`config.mk`:
```
export PLATFORM = sky130hd
export DESIGN_NAME = cidle_ctrl
export DESIGN_NICKNAME = d
export VERILOG_FILES = /design/src/rtl/cidle_pkg.sv /design/src/rtl/cidle_demote.sv /design/src/rtl/cidle_resid.sv /design/src/rtl/cidle_exit_tmr.sv /design/src/rtl/cidle_ctrl.sv
export SDC_FILE = /design/constraint.sdc
export NUM_CORES = 1
export LEC_CHECK = 0
export BUFFER_PORTS_ARGS = -buffer_cell sky130_fd_sc_hd__buf_2
export CORE_ASPECT_RATIO = 1.4
export CORE_UTILIZATION = 40
export DETAILED_ROUTE_END_ITERATION = 16
export GPL_TIMING_DRIVEN = 0
export PLACE_DENSITY_LB_ADDON = 0.25
export SLEW_MARGIN = 10
export SYNTH_ARGS = -nofsm -noshare
export SYNTH_HDL_FRONTEND = slang
export SYNTH_SLANG_ARGS = --single-unit
```
`constraint.sdc`:
```
create_clock -name clk_i -period 2.1 [get_ports clk_i]
set_input_delay 0.105 -clock clk_i [delete_from_list [all_inputs] [get_ports clk_i]]
set_output_delay 0.105 -clock clk_i [all_outputs]
set_load 0.05 [all_outputs]
```
`src/rtl/cidle_pkg.sv`:
```
package cidle_pkg;
  typedef enum logic [3:0] {
    ST_C0, ST_C1, ST_C1E, ST_C2, ST_C3, ST_C4, ST_C5, ST_C6, ST_WVOLT, ST_WEXIT
  } cstate_e;

  function automatic logic [1:0] vis_code(cstate_e s);
    case (s)
      ST_C0:          return 2'd0;
      ST_C1:          return 2'd1;
      ST_C1E, ST_C2:  return 2'd2;
      default:        return 2'd3;
    endcase
  endfunction

  function automatic cstate_e deeper(cstate_e s);
    case (s)
      ST_C3:   return ST_C4;
      ST_C4:   return ST_C5;
      default: return ST_C6;
    endcase
  endfunction
endpackage

```
`src/rtl/cidle_demote.sv`:
```
module cidle_demote
  import cidle_pkg::*;
#(
  parameter bit EN_C2 = 1'b1,
  parameter bit EN_C3 = 1'b1
) (
  input  logic [1:0] req_i,
  output cstate_e    st_o
);
  localparam cstate_e C2_MAP = EN_C2 ? ST_C2 : ST_C1;
  localparam cstate_e C3_MAP = EN_C3 ? ST_C3 : C2_MAP;

  always_comb begin
    case (req_i)
      2'd0:    st_o = ST_C0;
      2'd1:    st_o = ST_C1;
      2'd2:    st_o = C2_MAP;
      default: st_o = C3_MAP;
    endcase
  end
endmodule

```
`src/rtl/cidle_resid.sv`:
```
module cidle_resid #(
  parameter int unsigned RW = 8
) (
  input  logic          clk_i,
  input  logic          rst_ni,
  input  logic          clr_i,
  input  logic          tick_i,
  output logic [RW-1:0] cnt_o
);
  localparam logic [RW-1:0] MAX = '1;

  always_ff @(posedge clk_i or negedge rst_ni) begin
    if (!rst_ni)                    cnt_o <= '0;
    else if (clr_i)                 cnt_o <= '0;
    else if (tick_i && cnt_o != MAX) cnt_o <= cnt_o + 1'b1;
  end
endmodule

```
`src/rtl/cidle_exit_tmr.sv`:
```
module cidle_exit_tmr #(
  parameter int unsigned TW = 4
) (
  input  logic          clk_i,
  input  logic          rst_ni,
  input  logic          load_i,
  input  logic [TW-1:0] val_i,
  input  logic          dec_i,
  output logic          done_o
);
  logic [TW-1:0] cnt_q;

  always_ff @(posedge clk_i or negedge rst_ni) begin
    if (!rst_ni)                   cnt_q <= '0;
    else if (load_i)               cnt_q <= val_i;
    else if (dec_i && cnt_q != '0) cnt_q <= cnt_q - 1'b1;
  end

  assign done_o = (cnt_q == '0);
endmodule

```
`src/rtl/cidle_ctrl.sv`:
```
module cidle_ctrl
  import cidle_pkg::*;
#(
  parameter bit          EN_C2  = 1'b1,
  parameter bit          EN_C3  = 1'b1,
  parameter int unsigned RW     = 8,
  parameter int unsigned PW     = 3,
  parameter int unsigned LAT_C1 = 2,
  parameter int unsigned LAT_C1E = 3,
  parameter int unsigned LAT_C2 = 4,
  parameter int unsigned LAT_C3 = 5,
  parameter int unsigned LAT_C4 = 6,
  parameter int unsigned LAT_C5 = 7,
  parameter int unsigned LAT_C6 = 8
) (
  input  logic          clk_i,
  input  logic          rst_ni,
  input  logic          req_valid_i,
  input  logic [1:0]    req_state_i,
  input  logic          wake_i,
  input  logic          tick_i,
  input  logic [RW-1:0] c1e_thr_i,
  input  logic [RW-1:0] deep_thr_i,
  input  logic          vgood_i,
  input  logic          pstate_valid_i,
  input  logic [PW-1:0] pstate_i,
  output logic [PW-1:0] pstate_o,
  output logic          gate_halt_o,
  output logic          gate_most_o,
  output logic          gate_all_o,
  output logic          lowv_req_o,
  output logic [1:0]    status_o
);
  localparam int unsigned LAT_MAX = LAT_C6 > LAT_C5 ? (LAT_C6 > LAT_C4 ? LAT_C6 : LAT_C4)
                                  : (LAT_C5 > LAT_C4 ? LAT_C5 : LAT_C4);
  localparam int unsigned TW = $clog2(LAT_MAX + 1);

  cstate_e       st_q, st_d, src_q, req_st, gs;
  logic [RW-1:0] res_q;
  logic          res_clr, tmr_load, tmr_done, in_wake;
  logic [TW-1:0] tmr_val;

  cidle_demote #(.EN_C2(EN_C2), .EN_C3(EN_C3)) u_dem (
    .req_i(req_state_i), .st_o(req_st)
  );

  cidle_resid #(.RW(RW)) u_res (
    .clk_i(clk_i), .rst_ni(rst_ni), .clr_i(res_clr), .tick_i(tick_i), .cnt_o(res_q)
  );

  // exit latency minus one: the last WEXIT cycle sees zero
  always_comb begin
    case (src_q)
      ST_C1:   tmr_val = TW'(LAT_C1 - 1);
      ST_C1E:  tmr_val = TW'(LAT_C1E - 1);
      ST_C2:   tmr_val = TW'(LAT_C2 - 1);
      ST_C3:   tmr_val = TW'(LAT_C3 - 1);
      ST_C4:   tmr_val = TW'(LAT_C4 - 1);
      ST_C5:   tmr_val = TW'(LAT_C5 - 1);
      default: tmr_val = TW'(LAT_C6 - 1);
    endcase
  end

  assign tmr_load = (st_q == ST_WVOLT) && vgood_i;

  cidle_exit_tmr #(.TW(TW)) u_tmr (
    .clk_i(clk_i), .rst_ni(rst_ni), .load_i(tmr_load), .val_i(tmr_val),
    .dec_i(st_q == ST_WEXIT), .done_o(tmr_done)
  );

  always_comb begin
    st_d = st_q;
    case (st_q)
      ST_C0: if (req_valid_i && !wake_i && req_st != ST_C0) st_d = req_st;
      ST_C1: begin
        if (wake_i)                  st_d = ST_WVOLT;
        else if (res_q >= c1e_thr_i) st_d = ST_C1E;
      end
      ST_C3, ST_C4, ST_C5: begin
        if (wake_i)                   st_d = ST_WVOLT;
        else if (res_q >= deep_thr_i) st_d = deeper(st_q);
      end
      ST_C1E, ST_C2, ST_C6: if (wake_i) st_d = ST_WVOLT;
      ST_WVOLT: if (vgood_i) st_d = ST_WEXIT;
      ST_WEXIT: if (tmr_done) st_d = ST_C0;
      default:  st_d = ST_C0;
    endcase
  end

  assign res_clr = (st_d != st_q);

  always_ff @(posedge clk_i or negedge rst_ni) begin
    if (!rst_ni) begin
      st_q     <= ST_C0;
      src_q    <= ST_C0;
      pstate_o <= '0;
    end else begin
      st_q <= st_d;
      if (st_d == ST_WVOLT && st_q != ST_WVOLT) src_q <= st_q;
      if (st_q == ST_C0 && pstate_valid_i) pstate_o <= pstate_i;
    end
  end

  // gating holds the source level until the supply is good
  assign in_wake = (st_q == ST_WVOLT) || (st_q == ST_WEXIT);
  assign gs      = (st_q == ST_WVOLT) ? src_q : (st_q == ST_WEXIT) ? ST_C0 : st_q;

  assign gate_halt_o = (gs != ST_C0);
  assign gate_most_o = (gs != ST_C0) && (gs != ST_C1);
  assign gate_all_o  = gs inside {ST_C3, ST_C4, ST_C5, ST_C6};
  assign lowv_req_o  = st_q inside {ST_C4, ST_C5, ST_C6};
  assign status_o    = in_wake ? vis_code(src_q) : vis_code(st_q);
endmodule

```
==> results of run 1 <==
-- worst min-delay path by stage --
stage	cells past startpoint	startpoint	end	slack (ps)
floorplan	0	rst_ni	pstate_o[0]	-190
global placement	1	rst_ni	pstate_o[0]	110
detailed placement	1	rst_ni	pstate_o[0]	120
CTS	2	pstate_i[1]	pstate_o[1]	70
global route	2	pstate_i[1]	pstate_o[1]	70
finish	2	pstate_i[1]	pstate_o[1]	70
-- synthesized netlist by cell type (2+ instances only) --
library cell   n
nor2b_1        3
nand2b_1       4
nor3_1         2
nor4_1        12
and3_1         5
o21a_1         4
ha_1          21
nand3_1        3
buf_2          2
o211ai_1       2
inv_1         20
a2111oi_0      3
dfrtp_1       23
nand4_1        4
nand2_1       19
nor3b_1        2
nor2_1        13
or3_1          2
nand3b_1       2
o21ai_0        2
clkbuf_2       2
a31oi_1        3
xnor2_1        6
mux2_2         9
a21oi_1        9
-- cells in the final DEF (no fill, tap or decap), types with 3 or more instances in the layout --
master     count
a2111oi_4      3
a21oi_1        9
a31oi_1        3
and3_1         5
buf_2         38
buf_4          7
buf_6          3
clkbuf_8       3
dfrtp_1       17
dfrtp_2        6
ha_1          16
ha_4           5
inv_1         19
mux2_2         9
nand2_1       19
nand2b_1       3
nand3_1        3
nand4_1        4
nor2_1        12
nor2b_1        3
nor4_1         7
nor4_2         4
o21a_1         4
xnor2_1        6
-- area by class of cell --
class	count	area [um^2]
clock inverter	1	5.00
multi-input combinational	150	1360
tap	60	75.1
sequential	23	583
clock buffer	3	41.3
buffer	5	23.8
timing repair buffer	47	277
fill	385	1840
inverter	20	75.1
-- stage by stage --
| stage | setup TNS [ps] | cells | total power, uW | setup WS, ps |
|---|---|---|---|---|
| final | -490 | 309 | 2390 | -191 |
| after global routing | -1440 | 309 | 2580 | -307 |
| after CTS | 0 | 303 | 2230 | 0.971 |
| after detailed placement | -2550 | 293 | 1830 | -272 |
| after global placement | -2260 | 293 | 1810 | -257 |
| after floorplan | 0 | 197 | 1550 | 56.5 |
-- per-layer routing --
| layer | track usage [%] | share of wire [%] | up-vias |
|---|---|---|---|
| met2 | 37.4 | 55 | 31 |
| met1 | 22.0 | 40 | 809 |
| met5 | 0 | 0 | - |
| met4 | 7.14 | 2.6 | 0 |
| li1 | - | - | 832 |
| met3 | 1.91 | 2.9 | 8 |
-- what timing repair did --
item / CTS / global route
hold buffers: 1 / 0
endpoints found under the setup margin: 10 / 11
hold endpoints to repair: 23 / 0
gates resized for setup: 20 / 22
pin swaps: 10 / 8
buffers inserted: 4 / 7
gates cloned: 1 / 1
-- kinds of logic (layout without fill, tap and decap cells) --
group | after synthesis | in the layout | share of synthesized area (%)
mux | 9 | 9 | 5.66
flops | 23 | 23 | 32.1
xor+xnor | 6 | 6 | 2.93
simple gates | 80 | 80 | 25.2
buf+inv | 25 | 76 | 5.52
compound gates | 33 | 34 | 13.9
fa+ha+maj | 21 | 21 | 14.7
-- flip-flops by register name (all words and copies together) (netlist names) --
register and cells:
pstate_o 3, src_q 4, st_q 4, u_res.cnt_o 8, u_tmr.cnt_q 4
-- power by group through the flow --
stage                     Combinational, uW  Clock [uW]  Sequential, uW
after global placement                 1110           0             695
after floorplan                         784           0             771
after CTS                              1260         282             685
after global routing                   1570         306             708
after detailed placement               1130           0             702
final                                  1430         269             686
==> run metrics, run 1 <==
Max FO, Critical Path=6; synth warn=0; remaining antenna violation count after routing=0; Initial DRC Count=47; die area=4750 um^2; Final Instance Area=2440 um^2; CP delay by family, top=compound AO/OA/AOI/OAI gates; Ant. Diodes=0; Initial Util=a little over two fifths; Leak=0.00116 uW; TritonCTS clock tree=built; largest net degree at the start of global routing=24; clock sinks=23; critical path capture point type=flip-flop; worst endpoint required time=2210 ps; status=finished, violations left; PortBufs=36; Layout Skew=1.53 ps; global-route wire length before repair=7.31 mm; fmax=0.437 GHz; Synth Net Count=246; root buffer cell=clkbuf_8; CP Cell Sequence=ha_1 > a21oi_1 > nor2_1 > a2111oi_4 > a221oi_4 > nor4_1; CP max stage cell=a2111oi_4; leading area contributor after synthesis=dfrtp_1; P_int=roughly 1300 uW; Setup CP Type=flip-flop to flip-flop; worst path buffer plus inverter count=0; gate count of the mapped netlist=197; r2r endpoint=u_res.cnt_o[7]; DIE HEIGHT=about 81 um; Final period util=109%; P&R area growth vs syn=36.0%; initial antenna violation count=0; Worst R2R Path Depth=6; CTS clk-pin slew, worst paths=~80 ps; total CTS buffers=3; Final nets=approximately 300; end of the critical path=u_res.cnt_o[7]; Post-synth EDFFs=0; die width=58.6 um; relative slew slack=59.2%; max_cap viols=0; area post-placement=around 2000 um^2; Sw Pwr=1060 uW; GRT Total Usage=19.6%; Synth Flop Type=dfrtp_1; Max clock buf depth=2; Arr. time, crit path=2400 ps; H-tree Lvls=1; Post-synth ARST share=between 90% and 100%; unrepaired setup endpoints after global routing=yes; Via density=5.44; reg-to-reg slack, setup=-190 ps; area share of the largest cell type after synthesis=between 30% and 40%; Sw Ratio=44.6%; sequential power share=roughly 29%; Netlist cell types=45; core area=4270 um^2; vias in the first global route=approximately 1600; crit path launch=u_res.cnt_o[5]; mapped cell area=about 1800 um^2; via count=1680; power density over the cells=979 nW/um^2; I/O pins=37; Total Routed Length=4.60 mm; minimum clock period=2290 ps; hpwl dp=a little over 3 mm; Synth area leaders=dfrtp_1, ha_1, mux2_2; Wirelength per Cell=14.9 um; stages on the worst setup path=6; CP startpoint kind=flip-flop; Mapped Avg Cell Area=9.10 um^2; Worst R2R Start=u_res.cnt_o[5]; # setup viols final=10; layout cells sized above 1=38.6%; First-pass DRT Iterations=4; clock share of power=11.3%; Hold Slack=71.9 ps; final hold vios=0; post-synthesis sequential area ratio=roughly a third; final worst slack=-191 ps; Post-route DRC=0; Util after Layout=57.0%; Worst-Skew Late Latency=260 ps; Logic pwr share=60.0%; failing checks=negative setup slack; Final Wtd Congestion=0.773; Slew @ Worst Pin=611 ps; register bit count reported by yosys=23; Congestion Overflow GR=0; Worst Hold Class=input pin to flip-flop; standard-cell rows=28; peak supply drop=0.000673 V; Critical Path Max Stage Delay=480 ps; fin. max-slew vios=0
No activity file was read; power rests on OpenSTA's default activity.
==> inputs of run 2 (changes only) <==
--- a/config.mk
+++ b/config.mk
@@ -6,10 +6,11 @@
 export NUM_CORES = 1
 export LEC_CHECK = 0
 export BUFFER_PORTS_ARGS = -buffer_cell sky130_fd_sc_hd__buf_2
+export CELL_PAD_IN_SITES_DETAIL_PLACEMENT = 1
+export CELL_PAD_IN_SITES_GLOBAL_PLACEMENT = 1
 export CORE_ASPECT_RATIO = 1.4
-export CORE_UTILIZATION = 40
+export CORE_UTILIZATION = 37
 export DETAILED_ROUTE_END_ITERATION = 16
-export GPL_TIMING_DRIVEN = 0
 export PLACE_DENSITY_LB_ADDON = 0.25
 export SLEW_MARGIN = 10
 export SYNTH_ARGS = -nofsm -noshare
==> run 2 against run 1 <==
- the run still ends with negative setup slack left
- cell count rose by 2.3%
- total power decreased by 0.33%
- flip-flop and latch count unchanged
- critical path depth is 3 higher
- critical path type unchanged
==> run metrics, run 2 (synthesis results as in run 1) <==
initial antenna violation count=0 (unchanged); relative slew slack=52.8% (-6.3 points); failing checks=negative setup slack; Worst R2R Start=u_res.cnt_o[0]; Via density=5.34 (-1.8%); Critical Path Max Stage Delay=400 ps (-80 ps); I/O pins=37 (unchanged); layout cells sized above 1=39.0% (+0.42 points); Max clock buf depth=2 (unchanged); r2r endpoint=u_res.cnt_o[5]; Final period util=101% (-7.9 points); via count=1687 (+0.42%); status=finished, violations left; Initial Util=38.9% (-3.0 points); die area=5130 um^2 (+7.9%); Arr. time, crit path=2280 ps (-120 ps); hpwl dp=3.64 mm (+18%); most frequent cells in the layout=buf_2, dfrtp_1, inv_1, nand2_1, buf_4; DIE HEIGHT=84.3 um (+3.9%); Congestion Overflow GR=0 (unchanged); hold endpoint=pstate_o[1]; root buffer cell=clkbuf_8; remaining antenna violation count after routing=0 (unchanged); TritonCTS clock tree=built; minimum clock period=2120 ps (-166 ps); reg-to-reg slack, setup=-20 ps (+170 ps); setup TNS=-24.9 ps (+465 ps); fmax=0.471 GHz (+7.8%); CP max stage cell=dfrtp_1; crit path launch=u_res.cnt_o[0]; GRT Total Usage=20.3% (+0.68 points); # setup viols final=1 (-9); Reg with most FFs=u_res.cnt_o; die width=60.8 um (+3.8%); global-route wire length before repair=8.01 mm (+9.6%); Leak=0.00118 uW (+1.7%); met1 Usage GRT=23.5% (+1.5 points); H-tree Lvls=1 (unchanged); Final Wtd Congestion=0.821 (+6.2%); Total Routed Length=4.87 mm (+5.8%); Layout Skew=6.29 ps (+4.76 ps); Worst R2R Path Depth=9 (+3); P&R area growth vs syn=36.1%; number of fillers in the final layout=568 (+48%); worst endpoint required time=2260 ps (+50 ps); Slew @ Worst Pin=706 ps (+95.0 ps); vias in the first global route=1749 (+7.0%); CP Cell Sequence=inv_2 > ha_4 > nand2b_4 > a2111oi_2 > o31a_1 > buf_6 > a221oi_4 > buf_12 > nor4_1; area of the multi-input gates=1300 um^2 (-4.2%); Max FO, Critical Path=9 (+3); final worst slack=-24.9 ps (+166 ps); PortBufs=36 (unchanged); max_cap viols=0 (unchanged); fin. max-slew vios=0 (unchanged); Wirelength per Cell=15.4 um (+3.5%); Post-route DRC=0 (unchanged); unrepaired setup endpoints after global routing=yes; core area=4610 um^2 (+7.8%); final hold vios=0 (unchanged); First-pass DRT Iterations=4 (unchanged); pre-CTS setup slack=-105 ps (+167 ps); GR Util met3=1.69% (-0.22 points); Worst-Skew Late Latency=270 ps (about the same); Final nets=304 (+1.7%); min-delay src=pstate_i[1]; Ant. Diodes=0 (unchanged); critical path capture point type=flip-flop; standard-cell rows=29 (+3.6%); Hold Path Depth=2 (unchanged); CTS clk-pin slew, worst paths=80 ps (about the same); CP startpoint kind=flip-flop; Initial DRC Count=50 (+6.4%); met2 Usage GRT=37.3% (-0.094 points); Most Used Layer, Global Route=met2; clock sinks=23 (unchanged); Reg area=579 um^2 (-0.64%); Setup CP Type=flip-flop to flip-flop; Worst Hold Class=input pin to flip-flop; total CTS buffers=3 (unchanged); peak supply drop=0.000624 V (-7.2%); largest net degree at the start of global routing=24 (unchanged); power density over the cells=975 nW/um^2 (-0.43%); max reg flops=8 (unchanged); most common cell after layout, fill and taps aside=buf_2
==> run 2: where the power goes <==
| group | switching [uW] | leakage, uW | internal, uW | total [uW] |
|---|---|---|---|---|
| clock | 142 | 0.0000255 | 133 | 275 |
| combinational | 792 | 0.000865 | 612 | 1400 |
| sequential | 129 | 0.000291 | 571 | 700 |
==> run 2: cell type report <==
class | instances | share of cell area [%]
multi-input combinational | 149 | 53.3
sequential | 23 | 23.8
timing repair buffer | 58 | 14.8
tap | 62 | 3.18
inverter | 20 | 3.08
clock buffer | 3 | 1.69
clock inverter | 1 | 0.205
==> run 2: per-stage QoR <==
stage | std cells | instance area, um^2 | hold slack (ps) | utilization, % | power [uW]
CTS | 313 | 2280 | 75.7 | 49.4 | 2280
detailed placement | 308 | 2160 | 108 | 46.9 | 1930
floorplan | 197 | 1790 | -191 | - | 1550
global placement | 308 | 2160 | 111 | 46.9 | 1910
finish | 316 | 2440 | 76.0 | 52.9 | 2380
global route | 316 | 2440 | 80.3 | 52.9 | 2540
==> run 2: worst max path at each step <==
stage               cells after the start  slack [ps]              to
floorplan                               6          60         st_q[1]
global placement                        8        -100         st_q[1]
detailed placement                      8        -100         st_q[1]
CTS                                     8         -10         st_q[1]
global route                            9         -90  u_res.cnt_o[7]
finish                                  9         -20  u_res.cnt_o[5]
==> run 2: routing by layer <==
layer / routed length (um) / share of wire [%]
met5: 0 / 0
met3: 111 / 2.3
met2: 2740 / 56
met4: 102 / 2.1
met1: 1910 / 39
==> run 2: worst max-delay path: cells and delay by family, from the launching register on <==
family          cells  cell delay, ps
compound gates      3             570
fa+ha+maj           1             210
flops               1             400
simple gates        2             410
buf+inv             3             400
==> run 2: what timing repair did <==
action,in CTS,in global routing
pin swaps,4,4
resized for setup,10,22
endpoints found under the hold margin,23,0
cloned,0,1
setup endpoints to repair,10,11
hold buffers,1,0
buffers inserted,1,2
==> inputs of run 3 (changes only) <==
--- a/config.mk
+++ b/config.mk
@@ -5,11 +5,12 @@
 export SDC_FILE = /design/constraint.sdc
 export NUM_CORES = 1
 export LEC_CHECK = 0
+export ABC_AREA = 1
 export BUFFER_PORTS_ARGS = -buffer_cell sky130_fd_sc_hd__buf_2
 export CELL_PAD_IN_SITES_DETAIL_PLACEMENT = 1
 export CELL_PAD_IN_SITES_GLOBAL_PLACEMENT = 1
 export CORE_ASPECT_RATIO = 1.4
-export CORE_UTILIZATION = 37
+export CORE_UTILIZATION = 36
 export DETAILED_ROUTE_END_ITERATION = 16
 export PLACE_DENSITY_LB_ADDON = 0.25
 export SLEW_MARGIN = 10
==> run 3 against run 2 <==
- register-to-register slack better by 210 ps
- total power hardly changed
- critical path type is now flip-flop to primary output
- synthesized area is 9.0% higher
- critical path depth is 1 lower
- highest routed layer unchanged
- largest cell class unchanged
- the run now ends clean
- critical endpoint is now gate_halt_o
- clock power hardly changed
==> run metrics, run 3 <==
# setup viols final=0 (-1); minimum clock period=1960 ps (-166 ps); synth warn=0 (unchanged); PortBufs=36 (unchanged); Post-synth ARST share=100% (unchanged); core area=5200 um^2 (+13%); Hold Slack=71.2 ps (-4.73 ps); Via density=4.93 (-7.6%); largest net degree at the start of global routing=24 (unchanged); register bit count reported by yosys=23 (unchanged); die area=5730 um^2 (+12%); peak supply drop=0.000930 V (+49%); Worst Hold Class=input pin to flip-flop; First-pass DRT Iterations=4 (unchanged); standard-cell rows=31 (+6.9%); hold endpoint=pstate_o[0]; Netlist cell types=37 (-18%); Congestion Overflow GR=0 (unchanged); Initial DRC Count=54 (+8.0%); Max FO, Critical Path=5 (-4); post-synthesis sequential area ratio=29.5% (-2.7 points); P&R area growth vs syn=18.5%; power density over the cells=1030 nW/um^2 (+5.4%); dpl cells=359 (+17%); worst path buffer plus inverter count=2 (-1); clock sinks=23 (unchanged); Arr. time, crit path=1850 ps (-430 ps); leading area contributor after synthesis=dfrtp_1; Reg with most FFs=u_res.cnt_o; Max clock buf depth=2 (unchanged); CTS clk-pin slew, worst paths=80 ps (about the same); root buffer cell=clkbuf_8; total CTS buffers=3 (unchanged); max_cap viols=0 (unchanged); reg-to-reg slack, setup=190 ps (+210 ps); CP startpoint kind=flip-flop; Critical Path Max Stage Delay=470 ps (+70 ps); most common cell after layout, fill and taps aside=nand2_1; GRT Total Usage=19.2% (-1.0 points); Post-route DRC=0 (unchanged); Final period util=93.3% (-7.9 points); Util after Layout=44.5% (-8.4 points); final hold vios=0 (unchanged); Synth Flop Type=dfrtp_1; H-tree Lvls=1 (unchanged); Mapped Avg Cell Area=7.60 um^2 (-16%); top post-synthesis cells by count=nand2_1, inv_1, dfrtp_1; gate count of the mapped netlist=257 (+30%); initial antenna violation count=0 (unchanged); critical path capture point type=primary output; relative slew slack=65.0% (+12 points); vias in the first global route=1929 (+10%); mapped cell area=1950 um^2 (+9.0%); layout cells sized above 1=32.5% (-6.5 points); most frequent cells in the layout=nand2_1, inv_1, buf_2; Slew @ Worst Pin=525 ps (-181 ps); TritonCTS clock tree=built; Total Routed Length=4.95 mm (+1.6%); min-delay src=pstate_i[0]; remaining antenna violation count after routing=0 (unchanged); die width=64.3 um (+5.7%); Worst-Skew Late Latency=260 ps (about the same); cell mode on critical path=nor2_4; hpwl dp=4.17 mm (+15%); Hold Path Depth=2 (unchanged); Post-synth EDFFs=0 (unchanged); Worst R2R Start=u_res.cnt_o[0]; fin. max-slew vios=0 (unchanged); Final Wtd Congestion=0.838 (+2.1%); unrepaired setup endpoints after global routing=no; Ant. Diodes=0 (unchanged); r2r endpoint=u_res.cnt_o[0]; Setup CP Type=flip-flop to primary output; top-count cell post-synth=nand2_1; I/O pins=37 (unchanged); area share of the largest cell type after synthesis=29.5% (-2.7 points); status=finished, final reports clean; fmax=0.511 GHz (+8.5%); setup TNS=0 ps (+24.9 ps); worst endpoint required time=2000 ps (-260 ps); DIE HEIGHT=89.2 um (+5.7%); global-route wire length before repair=8.45 mm (+5.4%); max reg flops=8 (unchanged); CP delay by family, top=simple AND/OR/NAND/NOR gates; Final nets=352 (+16%); Leak=0.00128 uW (+8.5%); CP max stage cell=dfrtp_2; via count=1815 (+7.6%); Wirelength per Cell=13.4 um (-13%); Layout Skew=3.24 ps (-3.05 ps); total power=2380 uW (about the same); CP Cell Sequence=nor2_4 > nand2_2 > nor2_4 > inv_2 > o22ai_1 > nor2_1 > o211ai_1 > buf_4; Initial Util=37.6% (-1.3 points); Worst R2R Path Depth=13 (+4); Synth area leaders=dfrtp_1, ha_1, nand2_1; Synth Net Count=306 (+24%); final non-filler cell total=368 (+16%)
-- run 3: cell count changes after synthesis, sizes merged, moves of 6 or more --
| cell | previous run | this run |
|---|---|---|
| inv | 20 | 51 |
| mux2 | 9 | 3 |
| nand2 | 19 | 53 |
| nand3 | 3 | 15 |
| nor2 | 13 | 38 |
| nor4 | 12 | 0 |
| o21ai | 2 | 9 |
-- run 3: layout make-up --
class,instances,area [um^2]
Clock buffer,3,41.3
Clock inverter,1,5.00
Fill cell,678,2880
Inverter,51,191
Multi-Input combinational cell,180,1170
Sequential cell,23,579
Tap cell,66,82.6
Timing Repair Buffer,44,245
-- run 3: worst max-delay path by stage --
stage / from / to / slack [ps] / cells past startpoint
floorplan: st_q[2] / gate_halt_o / 280 / 6
detailed placement: u_res.cnt_o[7] / u_res.cnt_o[0] / 130 / 11
CTS: st_q[2] / gate_halt_o / 40 / 8
finish: st_q[1] / gate_halt_o / 140 / 8
global route: u_res.cnt_o[7] / u_res.cnt_o[1] / 1 / 11
global placement: u_tmr.cnt_q[0] / u_res.cnt_o[0] / 210 / 12
-- run 3: logic make-up after synthesis --
logic type                 synth area share [%]
AOI/OAI and AO/OA                          10.9
xor gates and xnor gates                   2.24
muxes                                      1.73
buffers and inverters                      11.0
adders and majority gates                  13.5
DFF                                        29.5
and+or+nand+nor                            31.2
-- run 3: through the flow --
step                      cell area (um^2)  setup WS, ps
after floorplan                       1950           279
after global placement                2210           207
after detailed placement              2210           131
after CTS                             2280          44.3
after global routing                  2310          1.01
final                                 2310           141
-- run 3: metal layers --
layer | GRT usage, % | vias up | share of wire (%)
li1 | - | 915 | -
met1 | 19.3 | 858 | 40
met2 | 38.9 | 32 | 56
met3 | 1.79 | 10 | 2.1
met4 | 9.29 | 0 | 2.4
met5 | 0 | - | 0
-- run 3: timing repair --
action                                  in CTS  in global routing
endpoints found under the setup margin       1                  9
gates resized for setup                      2                  4
hold buffers                                 1                  0
setup buffers                                0                  4
endpoints found under the hold margin       23                  0
-- run 3: power by group --
part           internal (uW)  leakage (uW)  switching, uW  total, uW
registers                557      0.000295            124        681
logic                    457      0.000962            967       1420
clock network            132     0.0000255            142        274
total                   1150       0.00128           1230       2380
